## src/rtl/tagpick_pkg.sv

```systemverilog
package tagpick_pkg;

    // feedback taps of the seed register: bits 5, 3, 2, 0
    localparam logic [15:0] FB_TAPS = 16'h002D;

    typedef enum logic {
        PICK_RAND = 1'b0,
        PICK_ADD  = 1'b1
    } pick_mode_e;

endpackage

```

## src/rtl/tagpick_lfsr.sv

```systemverilog
module tagpick_lfsr #(
    parameter int                SEED_W = 16,
    parameter int                OFS_W  = 4,
    parameter logic [SEED_W-1:0] TAPS   = SEED_W'(tagpick_pkg::FB_TAPS)
) (
    input  logic [SEED_W-1:0] seed_i,
    output logic [SEED_W-1:0] seed_o,
    output logic [OFS_W-1:0]  ofs_o
);

    logic [SEED_W-1:0] chain [OFS_W+1];

    assign chain[0] = seed_i;

    for (genvar g = 0; g < OFS_W; g++) begin : g_step
        logic fb;
        assign fb           = ^(chain[g] & TAPS);
        assign chain[g + 1] = {fb, chain[g][SEED_W-1:1]};
        assign ofs_o[g]     = fb;
    end

    assign seed_o = chain[OFS_W];

endmodule

```

## src/rtl/tagpick_search.sv

```systemverilog
module tagpick_search #(
    parameter int TAG_W = 4,
    parameter int OFS_W = 4
) (
    input  logic                  clk,
    input  logic                  rst_n,
    input  logic                  start_i,
    input  logic [TAG_W-1:0]      start_tag_i,
    input  logic [OFS_W-1:0]      ofs_i,
    input  logic [(1<<TAG_W)-1:0] mask_i,
    output logic                  busy_o,
    output logic                  fin_o,
    output logic [TAG_W-1:0]      fin_tag_o,
    output logic                  done_o,
    output logic [TAG_W-1:0]      tag_o
);

    localparam int NTAGS = 1 << TAG_W;

    typedef struct packed {
        logic             busy;
        logic             done;
        logic [TAG_W-1:0] cur;
        logic [OFS_W-1:0] left;
        logic [NTAGS-1:0] mask;
        logic [TAG_W-1:0] tag;
    } srch_s;

    srch_s            s_d, s_q;
    logic [TAG_W-1:0] step_tag;
    logic             fin;
    logic [TAG_W-1:0] fin_tag;

    always_comb begin
        s_d      = s_q;
        s_d.done = 1'b0;
        step_tag = s_q.cur + 1'b1;
        fin      = 1'b0;
        fin_tag  = '0;
        if (s_q.busy) begin
            if (&s_q.mask) begin
                fin     = 1'b1;
                fin_tag = '0;
            end else if (s_q.left == '0) begin
                if (s_q.mask[s_q.cur]) begin
                    s_d.cur = step_tag;
                end else begin
                    fin     = 1'b1;
                    fin_tag = s_q.cur;
                end
            end else begin
                s_d.cur = step_tag;
                if (!s_q.mask[step_tag]) begin
                    s_d.left = s_q.left - 1'b1;
                    if (s_q.left == OFS_W'(1)) begin
                        fin     = 1'b1;
                        fin_tag = step_tag;
                    end
                end
            end
            if (fin) begin
                s_d.busy = 1'b0;
                s_d.done = 1'b1;
                s_d.tag  = fin_tag;
            end
        end else if (start_i) begin
            s_d.busy = 1'b1;
            s_d.cur  = start_tag_i;
            s_d.left = ofs_i;
            s_d.mask = mask_i;
        end
    end

    always_ff @(posedge clk) begin
        if (!rst_n) s_q <= '0;
        else        s_q <= s_d;
    end

    assign busy_o    = s_q.busy;
    assign fin_o     = fin;
    assign fin_tag_o = fin_tag;
    assign done_o    = s_q.done;
    assign tag_o     = s_q.tag;

endmodule

```

## src/rtl/tag_pick_unit.sv

```systemverilog
module tag_pick_unit #(
    parameter int TAG_W    = 4,
    parameter int OFS_W    = 4,
    parameter int SEED_W   = 16,
    parameter int SEED_LSB = 8
) (
    input  logic                         clk,
    input  logic                         rst_n,
    input  logic                         req_i,
    input  logic                         mode_i,
    input  logic [(1<<TAG_W)-1:0]        excl_req_i,
    input  logic [(1<<TAG_W)-1:0]        excl_glb_i,
    input  logic [TAG_W-1:0]             add_start_i,
    input  logic [OFS_W-1:0]             add_ofs_i,
    input  logic                         st_wr_i,
    input  logic [SEED_LSB+SEED_W-1:0]   st_wdata_i,
    output logic                         busy_o,
    output logic                         done_o,
    output logic [TAG_W-1:0]             tag_o,
    output logic [SEED_LSB+SEED_W-1:0]   state_o
);

    import tagpick_pkg::*;

    localparam int NTAGS   = 1 << TAG_W;
    localparam int STATE_W = SEED_LSB + SEED_W;
    localparam int GAP_W   = SEED_LSB - TAG_W;
    localparam logic [STATE_W-1:0] WR_MASK =
        {{SEED_W{1'b1}}, {GAP_W{1'b0}}, {TAG_W{1'b1}}};

    typedef struct packed {
        logic [STATE_W-1:0] state;
        pick_mode_e         mode;
        logic [SEED_W-1:0]  seed_nxt;
    } top_s;

    top_s              t_d, t_q;
    logic              accept;
    logic              s_busy, s_fin, s_done;
    logic [TAG_W-1:0]  s_fin_tag, s_tag;
    logic [SEED_W-1:0] lf_seed;
    logic [OFS_W-1:0]  lf_ofs;
    logic [TAG_W-1:0]  start_tag;
    logic [OFS_W-1:0]  start_ofs;

    tagpick_lfsr #(
        .SEED_W (SEED_W),
        .OFS_W  (OFS_W)
    ) u_lfsr (
        .seed_i (t_q.state[STATE_W-1:SEED_LSB]),
        .seed_o (lf_seed),
        .ofs_o  (lf_ofs)
    );

    assign accept    = req_i && !s_busy;
    assign start_tag = mode_i ? add_start_i : t_q.state[TAG_W-1:0];
    assign start_ofs = mode_i ? add_ofs_i   : lf_ofs;

    tagpick_search #(
        .TAG_W (TAG_W),
        .OFS_W (OFS_W)
    ) u_search (
        .clk         (clk),
        .rst_n       (rst_n),
        .start_i     (accept),
        .start_tag_i (start_tag),
        .ofs_i       (start_ofs),
        .mask_i      (excl_req_i | excl_glb_i),
        .busy_o      (s_busy),
        .fin_o       (s_fin),
        .fin_tag_o   (s_fin_tag),
        .done_o      (s_done),
        .tag_o       (s_tag)
    );

    always_comb begin
        t_d = t_q;
        if (accept) begin
            t_d.mode     = pick_mode_e'(mode_i);
            t_d.seed_nxt = lf_seed;
        end else if (st_wr_i && !s_busy) begin
            t_d.state = st_wdata_i & WR_MASK;
        end
        if (s_fin && t_q.mode == PICK_RAND) begin
            t_d.state = {t_q.seed_nxt, {GAP_W{1'b0}}, s_fin_tag};
        end
    end

    always_ff @(posedge clk) begin
        if (!rst_n) t_q <= '0;
        else        t_q <= t_d;
    end

    assign busy_o  = s_busy;
    assign done_o  = s_done;
    assign tag_o   = s_tag;
    assign state_o = t_q.state;

endmodule

```

## config.mk

```make
export PLATFORM = sky130hd
export DESIGN_NAME = tag_pick_unit
export DESIGN_NICKNAME = d
export VERILOG_FILES = /design/src/rtl/tagpick_pkg.sv /design/src/rtl/tagpick_lfsr.sv /design/src/rtl/tagpick_search.sv /design/src/rtl/tag_pick_unit.sv
export SDC_FILE = /design/constraint.sdc
export NUM_CORES = 1
export LEC_CHECK = 0
export ABC_CLOCK_PERIOD_IN_PS = 2400
export BUFFER_PORTS_ARGS = -buffer_cell sky130_fd_sc_hd__buf_4
export CAP_MARGIN = 30
export CORE_MARGIN = 1
export CORE_UTILIZATION = 40
export DETAILED_ROUTE_END_ITERATION = 10
export HOLD_SLACK_MARGIN = 0.08
export PLACE_DENSITY = 0.66
export SLEW_MARGIN = 20
export SYNTH_ARGS = -nofsm -noshare
export SYNTH_HDL_FRONTEND = slang
export SYNTH_SLANG_ARGS = --single-unit
```

## constraint.sdc

```tcl
create_clock -name clk -period 2.4 [get_ports clk]
set_input_delay 0.48 -clock clk [delete_from_list [all_inputs] [get_ports clk]]
set_output_delay 0.48 -clock clk [all_outputs]
set_load 0.05 [all_outputs]
```

==> run_results.csv <==
group,metric,value,unit
floorplanning,die_h,99.5,um
cts,cts_buffers,9,
cts,cts_tree,"built",
global_route,grt_max_degree,58,
power_and_ir_drop,power_switching_share,0.353,
placed_design,placed_area,4660,sq um
timing,fmax,394,MHz
power_and_ir_drop,power.share.sequential,0.353,
floorplanning,num_rows,35,
yosys,postSynthAreaPerCell,8.97,sq um
global_route,grt.total_usage,0.191,
critical_path,cp_data_arrival_time,2.77,ns
flow_run,maxCapViolations,0,
yosys,synth-warning-count,0,
floorplanning,die_w,99.5,um
timing,worst_pin_slew,0.525,ns
yosys,ys_ff_latch,67,
floorplanning,pin_count,99,
run_status,status,"complete, but fails checks",
timing,skew,0.0112,ns
power_and_ir_drop,p_per_area,802,nW/um^2
placed_design,dp_hpwl,6860,um
floorplanning,die-area,9900,sq um
cells_and_area,area_growth,28.9,%
timing,finalSetupViolations,23,
global_route,grt_overflow_total,0,
timing,rsz0062_at_grt,"yes",
timing,slew_headroom,0.650,
yosys,synth_cell_types,52,
yosys,synthArstFlopShare,0,
cts,cts.htree.levels,3,
placed_design,io_buffers,90,
timing,min_period,2.54,ns
global_route,antenna_found_initial,0,
run_status,violations,"setup timing",
power_and_ir_drop,internal-power,0.00254,W
timing,setup_ws,-0.139,ns
cells_and_area,nets,584,
global_route,grt_pass1_vias,3111,
route,drtPass1Iterations,4,
timing,period_share,1.06,
cts,clk_latency,0.34,ns
cts,postCtsSetupRepairBufs,0,
route,wl,9070,um
power_and_ir_drop,leakage,2.26,nW
placed_design,dp_cells,629,
placed_design,gp_congestion,0.845,
route,vias,3239,
yosys,yosysSeqAreaShare,0.353,
yosys,synth_area,3800,sq um
timing,maxSlewViolCount,0,
critical_path,required,2.63,ns
cells_and_area,final_area,4900,sq um
critical_path,reg2reg_slack,-0.14,ns
route,vias_per_cell,5.03,
timing,setup_tns,-2.18,ns
critical_path,worstSetupPathType,"register to register",
cts,root_buffer,"clkbuf_8",
power_and_ir_drop,switchingPower,0.00139,W
route,drtAntennaViolNets,0,
route,wire_per_inst,14.1,um
yosys,syn_inst,424,
critical_path,worstPathMaxFanout,22,
route,drc,0,
timing,hold_viol_final,0,
cells_and_area,layout-drive-gt1-share,0.342,
power_and_ir_drop,p_comb_frac,0.377,
yosys,ys.flop_type,"dfxtp_1",
cells_and_area,antenna_cells,0,
critical_path,endpoint_kind,"register",
route,drtIter0Drc,138,
cts,clk_pin_slew,0.08,ns
min_path,min_path_type,"input pin to register",
power_and_ir_drop,p_clk_frac,0.270,
floorplanning,start_util,0.412,
placed_design,pre_cts_ws,-0.131,ns
cts,clock_sinks,67,
cts,clock_path_buffers,2,
critical_path,worstSetupStartpointType,"register",
floorplanning,core,9240,sq um
cells_and_area,fin_cells,644,
power_and_ir_drop,vdd_ir_drop_max,0.000338,V
yosys,synth-edff-count,0,
global_route,grt_pass1_wl,14900,um
-- sequential cells by signal (all words and copies together), names as in the netlist --
signal	count
u_search.tag_o	4
u_search.s_q	24
state_o	20
u_search.done_o	1
u_search.busy_o	1
t_q	17
-- per-stage QoR --
stage          total power, W  utilization  hold slack [ns]
2_1_floorplan         0.00250            -            0.436
3_3_place_gp          0.00286        0.504            0.452
3_5_place_dp          0.00288        0.504            0.461
4_1_cts               0.00395        0.528            0.435
5_1_grt               0.00416        0.531            0.439
6_report              0.00393        0.531            0.444
-- logic make-up (layout without fill, tap and decap cells) --
kind of cell | count (synthesis) | after routing | synth area share
compound gates | 81 | 81 | 0.176
xor+xnor | 13 | 13 | 0.0299
fa+ha+maj | 4 | 4 | 0.0132
buf+inv | 64 | 152 | 0.103
flops | 67 | 67 | 0.353
mux | 43 | 43 | 0.134
other cells | 1 | 4 | 0.000986
simple gates | 151 | 151 | 0.190
-- Yosys cell counts, drive strengths merged (2+ instances only) --
| cell | count | share of area |
|---|---|---|
| o211ai | 3 | 0.0059 |
| inv | 7 | 0.0069 |
| mux4 | 6 | 0.036 |
| nor3b | 17 | 0.034 |
| and2 | 3 | 0.0049 |
| o221ai | 3 | 0.0069 |
| nand2 | 64 | 0.065 |
| a22o | 2 | 0.0046 |
| nor2 | 27 | 0.027 |
| o211a | 24 | 0.063 |
| mux2i | 34 | 0.089 |
| clkbuf | 17 | 0.017 |
| a21boi | 13 | 0.026 |
| a21oi | 8 | 0.011 |
| a31o | 3 | 0.0069 |
| nor2b | 5 | 0.0082 |
| o21a | 4 | 0.0079 |
| a221oi | 2 | 0.011 |
| dfxtp | 67 | 0.35 |
| o21ai | 10 | 0.013 |
| mux2 | 3 | 0.0089 |
| or2 | 2 | 0.0033 |
| nand4 | 5 | 0.0082 |
| nor3 | 18 | 0.024 |
| xnor2 | 12 | 0.028 |
| buf | 40 | 0.080 |
| and3 | 2 | 0.0033 |
| ha | 4 | 0.013 |
| nand3 | 4 | 0.0053 |
-- metal layers --
metal | vias to the layer above | track usage | part of all wire
met5 | - | 0 | 0
met4 | 0 | 0.0509 | 0.0075
met3 | 5 | 0.0394 | 0.040
met2 | 83 | 0.310 | 0.46
met1 | 1508 | 0.258 | 0.49
li1 | 1643 | - | -
-- power by group through the flow --
| stage | Clock, W | Sequential, W | Combinational (W) |
|---|---|---|---|
| after floorplan | 0 | 0.00139 | 0.00111 |
| after global placement | 0 | 0.00141 | 0.00145 |
| after detailed placement | 0 | 0.00141 | 0.00147 |
| after CTS | 0.00109 | 0.00139 | 0.00148 |
| after global routing | 0.00114 | 0.00141 | 0.00161 |
| final | 0.00106 | 0.00139 | 0.00148 |
-- critical path: stages (launching register included) --
cell,delay (ns)
dfxtp_2,0.35
ha_4,0.36
mux2i_1,0.11
mux4_2,0.47
and3_4,0.19
o41a_1,0.47
nand2_4,0.13
buf_12,0.16
nand2_1,0.07
o211a_1,0.12
-- layout by cell type, fill, tap and decap left out, drive strengths merged, types with 4 or more instances in the layout --
cell type	netlist	layout
nor2	27	27
o21a	4	4
ha	4	4
mux4	6	6
xnor2	12	12
inv	7	10
mux2i	34	34
nand4	5	5
clkbuf	17	10
nor2b	5	5
o211a	24	24
nand3	4	4
o21ai	10	10
nor3	18	18
dfxtp	67	67
conb	1	4
a21boi	13	13
nand2	64	64
buf	40	130
nor3b	17	17
a21oi	8	8
-- what timing repair did --
item	in CTS	in global routing
endpoints found under the setup margin	28	32
hold buffers	0	0
gates resized for setup	2	7
cloned	0	0
pin swaps	1	1
-- final timing paths --
check                                   endpoint        startpoint  cells after the start
worst max register to register       state_o[16]  u_search.s_q[25]                      9
worst max-delay path                 state_o[16]  u_search.s_q[25]                      9
worst min register to register            t_q[9]            t_q[9]                      2
worst min-delay path            u_search.s_q[19]    excl_req_i[15]                      3
-- final cells by class --
cell class	instances	area [sq um]
clock buffers	10	138
clock inverters	5	83.8
fillers	886	4340
inverters	7	26.3
multi-input cells	296	2140
flip-flops and latches	67	1350
well taps	129	161
repair buffers	130	1000
(Power assumes the default switching activity.)
